$ cat src/rtl/rsds_fmt_pkg.sv
`timescale 1ns/1ps
package rsds_fmt_pkg;
    localparam int unsigned COLOR_W    = 6;
    localparam int unsigned NUM_COLORS = 3;
    localparam int unsigned PIX_W      = COLOR_W * NUM_COLORS;
    localparam int unsigned LANES      = PIX_W / 2;
    localparam int unsigned SKEW_W     = 3;

    typedef struct packed {
        logic [COLOR_W-1:0] red;
        logic [COLOR_W-1:0] grn;
        logic [COLOR_W-1:0] blu;
    } pixel_t;

    // Lane i carries word bit 2i (high half) and 2i+1 (low half).
    function automatic logic [LANES-1:0] phase_bits(pixel_t px, logic odd);
        logic [LANES-1:0] r;
        logic [PIX_W-1:0] flat;
        flat = px;
        for (int i = 0; i < int'(LANES); i++) begin
            r[i] = odd ? flat[2*i+1] : flat[2*i];
        end
        return r;
    endfunction
endpackage

$ cat src/rtl/rsds_blank_detect.sv
`timescale 1ns/1ps
module rsds_blank_detect #(
    parameter int unsigned IDLE_LIMIT = 2047
) (
    input  logic clk,
    input  logic rst,
    input  logic de_i,
    output logic blank_o,
    output logic start_o
);
    localparam int unsigned CNT_W = $clog2(IDLE_LIMIT + 1);
    localparam logic [CNT_W-1:0] LIM = CNT_W'(IDLE_LIMIT);

    logic [CNT_W-1:0] low_cnt;
    logic             de_q;

    always_ff @(posedge clk) begin
        if (rst) begin
            low_cnt <= '0;
            de_q    <= 1'b0;
        end else begin
            de_q <= de_i;
            if (de_i) begin
                low_cnt <= '0;
            end else if (low_cnt != LIM) begin
                low_cnt <= low_cnt + 1'b1;
            end
        end
    end

    assign blank_o = !de_i && (low_cnt == LIM);
    assign start_o = de_i && !de_q;
endmodule

$ cat src/rtl/rsds_ddr_lane.sv
`timescale 1ns/1ps
module rsds_ddr_lane (
    input  logic clk,
    input  logic rst,
    input  logic even_i,
    input  logic odd_i,
    output logic lane_o
);
    logic p_q;
    logic n_q;
    logic odd_hold;

    always_ff @(posedge clk) begin
        if (rst) begin
            p_q      <= 1'b0;
            odd_hold <= 1'b0;
        end else begin
            p_q      <= even_i ^ n_q;
            odd_hold <= odd_i;
        end
    end

    always_ff @(negedge clk) begin
        if (rst) begin
            n_q <= 1'b0;
        end else begin
            n_q <= odd_hold ^ p_q;
        end
    end

    assign lane_o = p_q ^ n_q;
endmodule

$ cat src/rtl/rsds_pixel_formatter.sv
`timescale 1ns/1ps
module rsds_pixel_formatter
    import rsds_fmt_pkg::*;
#(
    parameter int unsigned IDLE_LIMIT = 2047
) (
    input  logic              clk,
    input  logic              rst,
    input  logic [PIX_W-1:0]  pix_i,
    input  logic              de_i,
    input  logic              fill_hi_i,
    input  logic [SKEW_W-1:0] skew_i,
    output logic [2:0]        lane_r_o,
    output logic [2:0]        lane_g_o,
    output logic [2:0]        lane_b_o,
    output logic              fwd_clk_o,
    output logic              sth_o,
    output logic [SKEW_W-1:0] skew_o
);
    localparam int unsigned PER_COLOR = COLOR_W / 2;

    pixel_t            word_d;
    pixel_t            word_q;
    logic              blank;
    logic              start;
    logic              sth_q;
    logic              run_n;
    logic [SKEW_W-1:0] skew_q;
    logic [LANES-1:0]  even_w;
    logic [LANES-1:0]  odd_w;
    logic [LANES-1:0]  lanes;

    rsds_blank_detect #(.IDLE_LIMIT(IDLE_LIMIT)) u_blank (
        .clk     (clk),
        .rst     (rst),
        .de_i    (de_i),
        .blank_o (blank),
        .start_o (start)
    );

    always_comb begin
        if (blank) begin
            word_d = pixel_t'({PIX_W{fill_hi_i}});
        end else begin
            word_d = pixel_t'(pix_i);
        end
    end

    always_ff @(posedge clk) begin
        if (rst) begin
            word_q <= '0;
            sth_q  <= 1'b0;
            skew_q <= '0;
        end else begin
            word_q <= word_d;
            sth_q  <= start;
            skew_q <= skew_i;
        end
    end

    always_ff @(negedge clk) begin
        if (rst) begin
            run_n <= 1'b0;
        end else begin
            run_n <= 1'b1;
        end
    end

    assign even_w = phase_bits(word_q, 1'b0);
    assign odd_w  = phase_bits(word_q, 1'b1);

    for (genvar i = 0; i < int'(LANES); i++) begin : g_lane
        rsds_ddr_lane u_lane (
            .clk    (clk),
            .rst    (rst),
            .even_i (even_w[i]),
            .odd_i  (odd_w[i]),
            .lane_o (lanes[i])
        );
    end

    assign lane_b_o  = lanes[PER_COLOR-1:0];
    assign lane_g_o  = lanes[2*PER_COLOR-1:PER_COLOR];
    assign lane_r_o  = lanes[3*PER_COLOR-1:2*PER_COLOR];
    assign fwd_clk_o = clk & run_n;
    assign sth_o     = sth_q;
    assign skew_o    = skew_q;
endmodule

$ cat config.mk
export PLATFORM = sky130hd
export DESIGN_NAME = rsds_pixel_formatter
export DESIGN_NICKNAME = d
export VERILOG_FILES = /design/src/rtl/rsds_fmt_pkg.sv /design/src/rtl/rsds_blank_detect.sv /design/src/rtl/rsds_ddr_lane.sv /design/src/rtl/rsds_pixel_formatter.sv
export SDC_FILE = /design/constraint.sdc
export NUM_CORES = 1
export LEC_CHECK = 0
export BUFFER_PORTS_ARGS = -buffer_cell sky130_fd_sc_hd__buf_4
export CORE_ASPECT_RATIO = 1.5
export CORE_MARGIN = 2
export CORE_UTILIZATION = 54
export CTS_CLUSTER_DIAMETER = 60
export DETAILED_ROUTE_END_ITERATION = 8
export GPL_ROUTABILITY_DRIVEN = 0
export PLACE_DENSITY = 0.77
export SYNTH_ARGS = -nofsm -noshare
export SYNTH_HDL_FRONTEND = slang
export SYNTH_SLANG_ARGS = --single-unit
$ cat constraint.sdc
create_clock -name clk -period 2 [get_ports clk]
set_input_delay 0.4 -clock clk [delete_from_list [all_inputs] [get_ports clk]]
set_output_delay 0.4 -clock clk [all_outputs]
set_load 0.02 [all_outputs]
==> impl_metrics.json, run 1 <==
{
  "drtAntennaViolNets": 0,
  "gr-max-usage-layer": "met2",
  "post-place-ws_ps": -10.8,
  "power_density_nw_per_um2": 1050,
  "r2r_slack_ps": 40,
  "finalPower_mw": 3.05,
  "synth_area_sq_um": 2220,
  "ys_types": 34,
  "drc_errors": 0,
  "timing.slew.headroom_pct": 67.5,
  "layout_common_cells": "dfxtp_1 (52), buf_4 (50), nor2_1 (26)",
  "die_area_sq_um": 4650,
  "setup_viol": 11,
  "multi_input_area_sq_um": 876,
  "reg2regPathDepth": 5,
  "post-route-util_pct": 73.2,
  "vias_per_cell": 4.92,
  "fp-row-count": 28,
  "peakVddDrop_mv": 0.979,
  "syn_inst": 205,
  "fin_setup_tns_ps": -4960,
  "async_reset_ff_share_pct": 0,
  "routed_wl_um": 3830,
  "coreArea_sq_um": 3960,
  "dp_hpwl_um": 2610,
  "cap_violations": 0,
  "met2_usage_pct": 31.4,
  "met3_usage_pct": 9.19,
  "violations": "setup timing",
  "rsz0062_at_grt": "true",
  "slew_viol_final": 0,
  "worst_pin_slew_ps": 487,
  "grt_max_degree": 27,
  "final_common_cell": "dfxtp_1",
  "die_y_um": 82.6,
  "die_w_um": 56.4,
  "start_util_pct": 56.1,
  "ff_latch_area_sq_um": 1250,
  "ys.flop_type": "dfxtp_1",
  "cp.required_ps": 1600,
  "hp-class": "in2reg",
  "worstPathArrival_ps": 2110,
  "synth_fp_nets": 231,
  "grt_use_total_pct": 19.2,
  "fin_nets": 292,
  "syn2layout_area_growth_pct": 30.4,
  "ys_ff_latch": 62,
  "vias": 1555,
  "yosysSeqAreaShare_pct": 55.9,
  "tritoncts": "done",
  "setup_ws_ps": -514,
  "drive_above_1_share_pct": 35.1,
  "use_met1_pct": 19.1,
  "crit_chain": "xor2_1 -> buf_4",
  "fillCellCount": 287,
  "yosysWarnings": 0,
  "clk_latency_ps": 490,
  "path_clk_slew_ps": 60,
  "grt_pass1_vias": 1517,
  "io_buffers": 38,
  "cp_slowest_cell": "dfxtp_2",
  "startpoint_type": "register",
  "holdWs_ps": 157,
  "antenna_found_initial": 0,
  "antennaDiodeCount": 0,
  "ctsHoldBuffers": 0,
  "wl_per_cell_um": 12.1,
  "firstDrtPassIters": 4,
  "drt_iter0_markers": 29,
  "worstSetupEndpointType": "primary output",
  "grt_pass1_wl_um": 6400,
  "path_class": "reg2out",
  "num_io_pins": 39,
  "leakagePower_nw": 1.41,
  "grt-ovfl-total": 0,
  "status": "complete, but fails checks",
  "crit_path_max_fanout": 2,
  "cpPeakStageDelay_ps": 330,
  "hold_depth": 2,
  "clock_skew_ps": 56.1,
  "avgSynthCellArea_sq_um": 10.8,
  "hold_viol": 0,
  "synth_edf_count": 0
}
==> state kept, by name, summed over array words and instances, names as in the netlist <==
signal,count
even_w,9
u_blank.low_cnt,11
skew_o,3
g_lane.u_lane.n_q,9
run_n,1
u_blank.de_q,1
g_lane.u_lane.odd_hold,9
g_lane.u_lane.p_q,9
sth_o,1
odd_w,9
==> cell families after synthesis <==
group | Yosys count | share of synthesized area (%)
AO/OA/AOI/OAI | 30 | 10.0
XOR/XNOR | 32 | 12.6
adder cells (fa/ha/maj) | 1 | 0.563
buffers and inverters | 19 | 5.52
flip-flops | 62 | 55.9
multiplexers | 1 | 0.450
AND/OR/NAND/NOR | 60 | 15.0
==> metrics by stage <==
step	instance area, sq um	std cells
after floorplan	2230	205
after global placement	2560	285
after detailed placement	2560	285
after CTS	2860	314
after global routing	2900	316
final	2900	316
==> layout make-up <==
class / instances / area share (%)
clock buffers: 16 / 6.48
clock inverters: 14 / 3.71
inverters: 2 / 0.259
multi-input cells: 124 / 30.2
flip-flops and latches: 62 / 43.3
well taps: 45 / 1.94
repair buffers: 53 / 14.1
==> timing repair <==
action                                  in CTS  in global routing
pin swaps                                    0                  1
gates resized for setup                      3                  5
setup buffers                                1                  2
endpoints found under the setup margin      11                 14
gates cloned                                 0                  0
==> final timing paths <==
| kind | from | endpoint |
|---|---|---|
| setup / recovery | g_lane[2].u_lane.n_q | lane_b_o[2] |
| hold reg to reg | u_blank.de_q | sth_o |
| setup reg to reg | g_lane[2].u_lane.n_q | g_lane[2].u_lane.p_q |
| hold / removal | pix_i[3] | odd_w[1] |
==> critical path: cells and delay by family (launching register included) <==
family | cells | cell delay [ps]
xor+xnor | 1 | 140
buf+inv | 1 | 150
flops | 1 | 330
==> report_power, final <==
part / internal (mW) / switching [mW] / total (mW)
Combinational: 0.161 / 0.122 / 0.284
Clock: 0.885 / 0.542 / 1.43
Sequential: 1.30 / 0.0334 / 1.34
Total: 2.35 / 0.697 / 3.05
==> layer usage <==
metal	part of all wire, %	wire [um]	vias up
li1	-	-	781
met1	40	1540	734
met2	52	2000	30
met3	5.3	205	10
met4	2.3	89	0
met5	0	0	-
==> cells in the mapped netlist, drive strengths merged (3+ instances only) <==
cell	count	area, sq um
a21oi	6	33.8
nor2	26	97.6
a21o	18	145
buf	15	108
nand3	3	15.0
dfxtp	62	1240
nor2b	12	75.1
nand2	5	18.8
inv	3	11.3
xor2	11	96.3
nor3	4	31.3
xnor2	21	184
No activity file was read; power rests on OpenSTA's default activity.
==> run 2, diff against run 1 <==
CORE_UTILIZATION = 58   (was 54)
PLACE_DENSITY = 0.82   (was 0.77)
SETUP_SLACK_MARGIN = 0.2   (was unset)
clock period = 3.3 ns   (was 2 ns; I/O delays follow)
==> impl_metrics.json, run 2 (synthesis results as in run 1) <==
{
  "syn2layout_area_growth_pct": 26.6,
  "clock_power_share_pct": 45.0,
  "clk_latency_ps": 500,
  "wl_per_cell_um": 12.7,
  "grt_pass1_vias": 1585,
  "drt_iter0_markers": 24,
  "drive_above_1_share_pct": 33.8,
  "slew_viol_final": 0,
  "power_density_nw_per_um2": 629,
  "startpoint_type": "register",
  "timing.slew.headroom_pct": 42.5,
  "layout_common_cells": "dfxtp_1 (53), buf_4 (48), nor2_1 (26)",
  "firstDrtPassIters": 4,
  "tritoncts": "done",
  "drc_errors": 0,
  "finalPower_mw": 1.77,
  "worstPathArrival_ps": 2780,
  "setup_ws_ps": -135,
  "drtAntennaViolNets": 0,
  "routed_wl_um": 3920,
  "antennaDiodeCount": 0,
  "top_register": "u_blank.low_cnt",
  "die_y_um": 79.8,
  "die_w_um": 54.5,
  "vias_per_cell": 4.94,
  "grt_use_total_pct": 21.8,
  "io_buffers": 38,
  "rr_startpoint": "g_lane[7].u_lane.n_q",
  "cpPeakStageDelay_ps": 320,
  "status": "complete, but fails checks",
  "peakVddDrop_mv": 0.443,
  "grt_max_degree": 37,
  "p_comb_share_pct": 9.2,
  "crit_path_max_fanout": 2,
  "violations": "setup timing",
  "coreArea_sq_um": 3680,
  "power_switching_mw": 0.428,
  "endpoint": "lane_r_o[2]",
  "rsz0062_at_grt": "true",
  "path_clk_slew_ps": 60,
  "clock_skew_ps": 62.8,
  "ctsHoldBuffers": 0,
  "fp-row-count": 27,
  "reg2reg_to": "g_lane[7].u_lane.p_q",
  "swShare_pct": 24.2,
  "vias": 1526,
  "pwr-share-seq_pct": 45.8,
  "worstSetupStartpoint": "g_lane[8].u_lane.n_q",
  "hp-class": "reg2reg",
  "worstSetupEndpointType": "primary output",
  "largest_reg_flops": 11,
  "r2r_slack_ps": 740,
  "cp.required_ps": 2640,
  "path_class": "reg2out",
  "setup_viol": 11,
  "reg2regPathDepth": 4,
  "dp_hpwl_um": 2510,
  "p_int_mw": 1.34,
  "cap_violations": 0,
  "post-route-util_pct": 76.4,
  "final_common_cell": "dfxtp_1",
  "leakagePower_nw": 1.38,
  "crit_chain": "xor2_1 -> buf_4",
  "worst_pin_slew_ps": 863,
  "num_io_pins": 39,
  "start_util_pct": 60.3,
  "cp_slowest_cell": "dfxtp_2",
  "grt_pass1_wl_um": 6440,
  "hold_viol": 0,
  "grt-ovfl-total": 0,
  "antenna_found_initial": 0,
  "die_area_sq_um": 4350,
  "fin_nets": 287
}
==> run 2: cell types whose count changed in the layout (fill, tap and decap cells not counted), sizes merged <==
cell | previous run | this run
buf | 54 | 49
bufinv | 2 | 1
clkinv | 0 | 1
clkinvlp | 2 | 1
inv | 12 | 13
==> run 2: layout make-up <==
| type | count | area [sq um] |
|---|---|---|
| Sequential cell | 62 | 1250 |
| Fill cell | 240 | 868 |
| Multi-Input combinational cell | 124 | 861 |
| Timing Repair Buffer | 48 | 360 |
| Clock buffer | 16 | 208 |
| Clock inverter | 14 | 71.3 |
| Tap cell | 43 | 53.8 |
| Inverter | 2 | 7.51 |
==> run 2: power by group through the flow <==
stage | Sequential, mW | Combinational [mW] | Clock [mW]
final | 0.810 | 0.163 | 0.797
after detailed placement | 0.826 | 0.149 | 0.0437
after CTS | 0.810 | 0.163 | 0.822
after global placement | 0.824 | 0.146 | 0.0437
after floorplan | 0.824 | 0.111 | 0.0343
after global routing | 0.813 | 0.178 | 0.873
==> run 2: repair_timing <==
item	4_1_cts	5_1_grt
buffers inserted	9	1
gates cloned	0	0
setup endpoints to repair	11	11
gates resized for setup	11	0
==> run 2: stage by stage <==
stage               cells  setup TNS (ps)  worst slack [ps]  instance area (sq um)  hold WS (ps)
CTS                   308           -1380              -159                   2810           384
global route          309           -1760              -210                   2810           382
global placement      271               0               332                   2460           373
floorplan             205               0               368                   2220           367
finish                309           -1170              -135                   2810           390
detailed placement    271               0               330                   2460           377
==> run 2: worst min path at each step <==
stage / start / endpoint / slack (ps) / depth (start not counted)
6_report: u_blank.de_q / sth_o / 390 / 1
3_3_place_gp: u_blank.de_q / sth_o / 370 / 1
3_5_place_dp: u_blank.de_q / sth_o / 380 / 1
4_1_cts: pix_i[2] / even_w[1] / 380 / 2
2_1_floorplan: u_blank.de_q / sth_o / 370 / 1
5_1_grt: pix_i[2] / even_w[1] / 380 / 2
==> run 2: worst max-delay path, delay by kind of cell, from the launching register on <==
kind / cells / cell delay (ps)
flops: 1 / 320
buf+inv: 1 / 160
xor+xnor: 1 / 150
==> run 2: routing by layer <==
layer	GRT usage (%)	vias to the layer above	share of wire (%)
met5	0	-	0
met4	16.8	0	2.4
met3	9.93	8	4.7
met2	33.9	35	51
met1	21.6	712	41
li1	-	771	-
